==> src/rtl/tcg_pkg.sv <==
package tcg_pkg;
   // Flags outside the stepping chain, all active high inside the block
   typedef struct packed {
      logic t0;
      logic tplus;
      logic t1;
   } tcg_flags_t;

   localparam tcg_flags_t TCG_FLAGS_RESET = '{t0: 1'b1, tplus: 1'b0, t1: 1'b0};
endpackage

==> src/rtl/tcg_next.sv <==
module tcg_next
   import tcg_pkg::*;
#(
   parameter int N_STEP = 4
) (
   input  tcg_flags_t        cur_f,
   input  logic [N_STEP-1:0] cur_s,
   input  logic              two_cyc,
   input  logic              end_req,
   input  logic              br_bypass,
   input  logic              rst_sense,
   output tcg_flags_t        nxt_f,
   output logic [N_STEP-1:0] nxt_s
);
   localparam int BYP_BITS = (N_STEP < 2) ? N_STEP : 2;

   logic [N_STEP-1:0] shifted;
   logic              in_byp_window;

   // Stepping chain: each code hands over to the next, the last one drops out
   assign shifted[0] = 1'b0;
   for (genvar gi = 1; gi < N_STEP; gi++) begin : g_shift
      assign shifted[gi] = cur_s[gi-1];
   end

   // Bypass is honoured in T2 and T3 only
   assign in_byp_window = |cur_s[BYP_BITS-1:0];

   always_comb begin
      nxt_f = '0;
      nxt_s = '0;
      if (rst_sense) begin
         nxt_f.t0    = 1'b1;
         nxt_f.tplus = cur_f.t0;
      end else if (cur_f.t0) begin
         nxt_f.tplus = 1'b1;
         nxt_f.t1    = 1'b1;
      end else if (cur_f.t1) begin
         if (end_req) begin
            nxt_f.t0 = 1'b1;
         end else begin
            nxt_s[0] = 1'b1;
            nxt_f.t0 = two_cyc;
         end
      end else if (br_bypass && in_byp_window) begin
         nxt_f.t1 = 1'b1;
      end else if (end_req) begin
         nxt_f.t0 = 1'b1;
      end else begin
         nxt_s = shifted;
      end
   end
endmodule

==> src/rtl/tcg_regs.sv <==
module tcg_regs
   import tcg_pkg::*;
#(
   parameter int N_STEP = 4
) (
   input  logic              clk,
   input  logic              rst_n,
   input  tcg_flags_t        nxt_f,
   input  logic [N_STEP-1:0] nxt_s,
   output tcg_flags_t        cur_f,
   output logic [N_STEP-1:0] cur_s
);
   always_ff @(posedge clk or negedge rst_n) begin
      if (!rst_n) begin
         cur_f <= TCG_FLAGS_RESET;
         cur_s <= '0;
      end else begin
         cur_f <= nxt_f;
         cur_s <= nxt_s;
      end
   end
endmodule

==> src/rtl/tcg_timing_gen.sv <==
module tcg_timing_gen
   import tcg_pkg::*;
#(
   parameter int N_STEP = 4
) (
   input  logic              clk,
   input  logic              rst_n,
   input  logic              two_cyc,
   input  logic              end_req,
   input  logic              br_bypass,
   input  logic              rst_sense,
   output logic              t0_n,
   output logic              tplus_n,
   output logic [N_STEP-1:0] tstep_n,
   output logic              t1,
   output logic              sync
);
   if (N_STEP < 2) begin : g_bad_param
      $error("tcg_timing_gen: N_STEP must be at least 2 so that T3 exists");
   end

   tcg_flags_t        cur_f, nxt_f;
   logic [N_STEP-1:0] cur_s, nxt_s;

   tcg_next #(.N_STEP(N_STEP)) i_next (
      .cur_f    (cur_f),
      .cur_s    (cur_s),
      .two_cyc  (two_cyc),
      .end_req  (end_req),
      .br_bypass(br_bypass),
      .rst_sense(rst_sense),
      .nxt_f    (nxt_f),
      .nxt_s    (nxt_s)
   );

   tcg_regs #(.N_STEP(N_STEP)) i_regs (
      .clk  (clk),
      .rst_n(rst_n),
      .nxt_f(nxt_f),
      .nxt_s(nxt_s),
      .cur_f(cur_f),
      .cur_s(cur_s)
   );

   assign t0_n    = ~cur_f.t0;
   assign tplus_n = ~cur_f.tplus;
   assign tstep_n = ~cur_s;
   assign t1      = cur_f.t1;
   assign sync    = cur_f.t1;

   AST_STEP_ADV: assert property (@(posedge clk) disable iff (!rst_n)
      (!rst_sense && !end_req && !br_bypass && !cur_f.t0 && !cur_f.t1)
      |=> (cur_s == ($past(cur_s) << 1)));
   AST_IDLE_HOLD: assert property (@(posedge clk) disable iff (!rst_n)
      (!rst_sense && !end_req && cur_s == '0 && cur_f == '0)
      |=> (cur_s == '0 && cur_f == '0));
   AST_REQ_T0: assert property (@(posedge clk) disable iff (!rst_n)
      (end_req && !rst_sense && !br_bypass && !cur_f.t0)
      |=> (cur_f.t0 && !cur_f.tplus && cur_s == '0));
   AST_T0_FETCH: assert property (@(posedge clk) disable iff (!rst_n)
      (cur_f.t0 && !rst_sense) |=> (cur_f.tplus && cur_f.t1 && cur_s == '0));
   AST_TWO_CYC: assert property (@(posedge clk) disable iff (!rst_n)
      (cur_f.t1 && two_cyc && !end_req && !rst_sense)
      |=> (cur_f.t0 && cur_s[0]));
   AST_BYPASS: assert property (@(posedge clk) disable iff (!rst_n)
      (br_bypass && (cur_s[0] || cur_s[1]) && !cur_f.t0 && !cur_f.t1 && !rst_sense)
      |=> (cur_f.t1 && !cur_f.tplus));
   AST_TPLUS_SRC: assert property (@(posedge clk) disable iff (!rst_n)
      cur_f.tplus |-> $past(cur_f.t0));
   AST_RST_T0: assert property (@(posedge clk) disable iff (!rst_n)
      rst_sense |=> (cur_f.t0 && !cur_f.t1 && cur_s == '0));
   AST_RST_HOLD: assert property (@(posedge clk) disable iff (!rst_n)
      (rst_sense && cur_f.t0) |=> (cur_f.t0 && cur_f.tplus));
   AST_T1_REQ: assert property (@(posedge clk) disable iff (!rst_n)
      (cur_f.t1 && end_req && !rst_sense)
      |=> (cur_f.t0 && !cur_f.t1 && cur_s == '0));
   AST_STEP_ONEHOT: assert property (@(posedge clk) disable iff (!rst_n)
      $onehot0(cur_s));
endmodule

==> config.mk <==
export PLATFORM = sky130hd
export DESIGN_NAME = tcg_timing_gen
export DESIGN_NICKNAME = d
export VERILOG_FILES = /design/src/rtl/tcg_pkg.sv /design/src/rtl/tcg_next.sv /design/src/rtl/tcg_regs.sv /design/src/rtl/tcg_timing_gen.sv
export SDC_FILE = /design/constraint.sdc
export NUM_CORES = 1
export LEC_CHECK = 0
export BUFFER_PORTS_ARGS = -buffer_cell sky130_fd_sc_hd__buf_2
export CORE_AREA = 2 2 39 41
export CTS_BUF_LIST = sky130_fd_sc_hd__clkbuf_8
export DETAILED_ROUTE_END_ITERATION = 8
export DIE_AREA = 0 0 41 43
export PLACE_DENSITY_LB_ADDON = 0.1
export SLEW_MARGIN = 20
export SYNTH_ARGS = -nofsm -noshare
export SYNTH_HDL_FRONTEND = slang
export SYNTH_HIERARCHICAL = 1
export SYNTH_SLANG_ARGS = --single-unit
==> constraint.sdc <==
create_clock -name clk -period 2.03 [get_ports clk]
set_input_delay 0.3045 -clock clk [delete_from_list [all_inputs] [get_ports clk]]
set_output_delay 0.3045 -clock clk [all_outputs]
set_load 0.005 [all_outputs]
# Word-level counts from Yosys, hierarchy flattened
# Cells that the tools add are included.
dict set report totals {
  regBits 7
  output_inout_bits 8
  word_cells 27
}
dict set report op_classes {
  n_reduce_logical 2
  n_mux 18
  n_bitwise 3
}
# cell count
set ops {}
lappend ops {{$mux W4} 4}
lappend ops {{$mux W1} 12}
lappend ops {{$not A4 Y4} 1}
lappend ops {{$mux W3} 1}
lappend ops {{$mux W2} 1}
lappend ops {{$not A1 Y1} 2}
lappend ops {{$reduce_or A2 Y1} 1}
lappend ops {{$logic_and A1 B1 Y1} 1}

# Depth between registers and ports, before layout
dict set report depth {
  word_depth 6
  mapped_depth 2
}

# Cells and area by module
# The synthesis kept the hierarchy.
# module seq_area_each_um2 n_inst cells_each area_each_um2
set modules_own_cells {}
lappend modules_own_cells {tcg_regs 176.4 1 7 176.4}
lappend modules_own_cells {tcg_next 0.0 1 14 101.3}
lappend modules_own_cells {tcg_timing_gen 0.0 1 7 30.0}

# Least setup slack after synthesis
# Ideal clock, no wire load.
dict set report synth_path {
  kind {register -> register}
  from {register, netlist name i_regs/cur_f[0]}
  to {register i_regs.cur_s[1]}
  required_ns 1.942
  n_path_buf 0
  slack_ns 0.848
  stages_incl_launch_ff 3
  t_arrival_ns 1.094
  path_cell_list {dfrtp_1 or4_4 nor3b_1}
}
dict set report synth_via {
  elab_chain_cells 3
}
# item line
set synth_rtl {}
lappend synth_rtl {{$mux W3} tcg_next.sv:38} ;# end else if (cur_f.t1) begin
lappend synth_rtl {{$mux W4} tcg_next.sv:35} ;# end else if (cur_f.t0) begin
lappend synth_rtl {{$mux W4} tcg_next.sv:32} ;# if (rst_sense) begin
lappend synth_rtl {{net nxt_s[1]} tcg_timing_gen.sv:23} ;# logic [N_STEP-1:0] cur_s, nxt_s;
lappend synth_rtl {{end signal: assignment} tcg_regs.sv:19} ;# cur_s <= nxt_s;
lappend synth_rtl {{end: declaration} tcg_regs.sv:11} ;# output logic [N_STEP-1:0] cur_s
# The timed path passes the listed nets, and every way through them passes these cells.

# Worst setup path after layout
dict set report layout_path {
  from {register, netlist name i_regs/cur_f[2]}
  to {output port t0_n}
}
dict set report layout_via {
  elab_chain_cells 1
}
# item line
set layout_rtl {}
lappend layout_rtl {{$not A1 Y1} tcg_timing_gen.sv:45} ;# assign t0_n = ~cur_f.t0;
lappend layout_rtl {{end: declaration} tcg_timing_gen.sv:12} ;# output logic t0_n,
# No other way between the ends.

==> results.ini <==
[route]
dr.pass1.iters = 2
vias = 242
wl_um = 635
via_per_inst = 4.03
first_iter_violations = 1
route.met2.wl_um = 312
ant_nets = 0
wl_met1_um = 275
drc = 0
dr_wl_met3_um = 47
routedWlPerCell_um = 10.6
top_layer_used = met3

[clocking]
cts_tree = built
clkSinkCount = 7
clkLatencyLatePin_ps = 220
ctsHoldBuffers = 1
post-cts-setup-buffers = 0
numCtsBuffers = 3
clkSlewWorstSetupHoldPaths_ps = 40
htree_num_levels = 1
cts-root-buf = clkbuf_8
cts_resized = 0
cts.path.max_buffers = 2

[logic_synthesis]
yosysSeqAreaShare_pct = 57.3
syn-cell-area_um2 = 308
synth_ff_type = dfrtp_1
synth.top_cells.by_area = dfrtp_1, dfstp_2, inv_1
synthArstFlopShare_pct = 100
postSynthCellCount = 28
synth-edff-count = 0
synth_cell_types = 13
yosysTopAreaCellShare_pct = 48.8
synth_nets = 34
synth_warnings = 6
ys_ff_latch = 7
netlist_top_cells_count = inv_1, dfrtp_1, nor3b_1
yosys.area.top_type = dfrtp_1
synth.avg_cell_area_um2 = 11.0
synth_most_common_cell = inv_1

[flow_run]
maxCapViolCount = 0

[timing]
hold_viol_final = 0
relSlewSlack_pct = 74.9
post-route-period-util_pct = 62.8
rsz0062_at_grt = false
fmax_ghz = 0.785
setup_viol_count_final = 0
min_period_ps = 1270
fin_tns_setup_ps = 0
tightest_slew_ps = 373
fin_skew_ps = 3.13
slew_viol_final = 0

[floorplanning]
die_h_um = 43
start_util_pct = 22.2
core_region_area_mm2 = 0.00138
dieWidth_um = 41
rows = 14
ios = 14
dieArea_mm2 = 0.00176

[pwr]
p_per_area_mw_per_mm2 = 855
vdd_drop_max_mv = 0.252
p_total_w = 0.000370
p_leak_nw = 0.201

[grt]
grt_use_total_pct = 8.48
grt_max_degree = 8
grt_pass1_wl_um = 903
grt_overflow_total = 0
antenna_found_initial = 0
grt_pass1_vias = 231

[worst_setup_path]
slowest_stage = dfstp_2
critical_path.max_fanout = 7
startpoint_type = flip-flop
critPathKind = flip-flop to primary output
r2r_slack_ps = 760
slowest_delay_ps = 580
worst_setup_path_end_kind = primary output
r2r_start = i_regs/cur_f[0]
rr_endpoint = i_regs/cur_s[2]
crit_buf_inv = 2
critPathTopFamily = flip-flops
cp_cell_sequence = inv_1 -> buf_2
worstPathArrival_ps = 970
cp.required_ps = 1730
reg2reg_depth = 2

[cells_and_area]
fin_nets = 51
antenna_cells = 0
drive_gt1_share_pct = 43.2
post-route-util_pct = 31.3
syn_to_final_growth_pct = 40.7
finalInstanceArea_um2 = 433

[place]
gp_congestion = 0.638
port_buffers = 13
placed_cell_area_um2 = 378

[hold_path]
worstHoldEndpoint = i_regs/cur_s[0]
hp-class = input pin to flip-flop
min_path_cells = 2
min_from = end_req

[outcome]
status = complete, no violations

-- metrics by stage --
step | std cells | worst slack [ps] | hold WS (ps)
finish | 60 | 756 | 270
global route | 60 | 715 | 269
CTS | 60 | 740 | 266
detailed placement | 55 | 727 | 150
global placement | 55 | 758 | 147
floorplan | 28 | 848 | 8.91
-- state kept, by name, indices dropped and copies added (netlist names) --
register	flops
i_regs/cur_f	3
i_regs/cur_s	4
-- final cells by class --
cell class / instances / area, µm²
clock inverter: 1 / 3.75
fill: 155 / 951
sequential: 7 / 176
timing repair buffer: 14 / 75.1
tap: 16 / 20.0
clock buffer: 3 / 41.3
multi-input combinational: 12 / 90.1
inverter: 7 / 26.3
-- worst max-delay path by stage --
stage	to	depth (start not counted)	slack (ps)	start
3_5_place_dp	i_regs/cur_s[2]	3	730	rst_sense
5_1_grt	i_regs/cur_s[2]	2	720	i_regs/cur_f[0]
6_report	t0_n	2	760	i_regs/cur_f[2]
3_3_place_gp	i_regs/cur_s[1]	3	760	rst_sense
2_1_floorplan	i_regs/cur_s[1]	2	850	i_regs/cur_f[0]
4_1_cts	i_regs/cur_s[2]	2	740	i_regs/cur_f[0]
-- cells by family after synthesis --
kind of cell / count (synthesis) / share of synthesized area, %
AOI/OAI and AO/OA: 3 / 7.32
buffers and inverters: 9 / 13.4
DFF: 7 / 57.3
and+or+nand+nor: 9 / 22.0
-- routing by layer --
layer	vias up	global-route usage, %
met4	0	8.00
li1	120	-
met1	113	8.20
met5	-	0
met2	9	12.8
met3	0	3.14
-- placed cells by master, fill, tap and decap left out, drive strengths merged --
cell / count
dfstp: 1
nor3b: 3
or2: 1
a221o: 1
dfrtp: 6
or4: 1
buf: 13
o31ai: 1
clkbuf: 3
inv: 8
nor4b: 1
dlygate4sd3: 1
nand2b: 1
o21ai: 1
nor2b: 2
-- where the power goes --
group | internal, W | switching, W | total [W]
combinational | 0.0000158 | 0.0000127 | 0.0000285
clock | 0.000130 | 0.0000577 | 0.000188
sequential | 0.000147 | 0.00000627 | 0.000153
total | 0.000293 | 0.0000767 | 0.000370
Note: power is estimated with default switching activity, not from simulation.
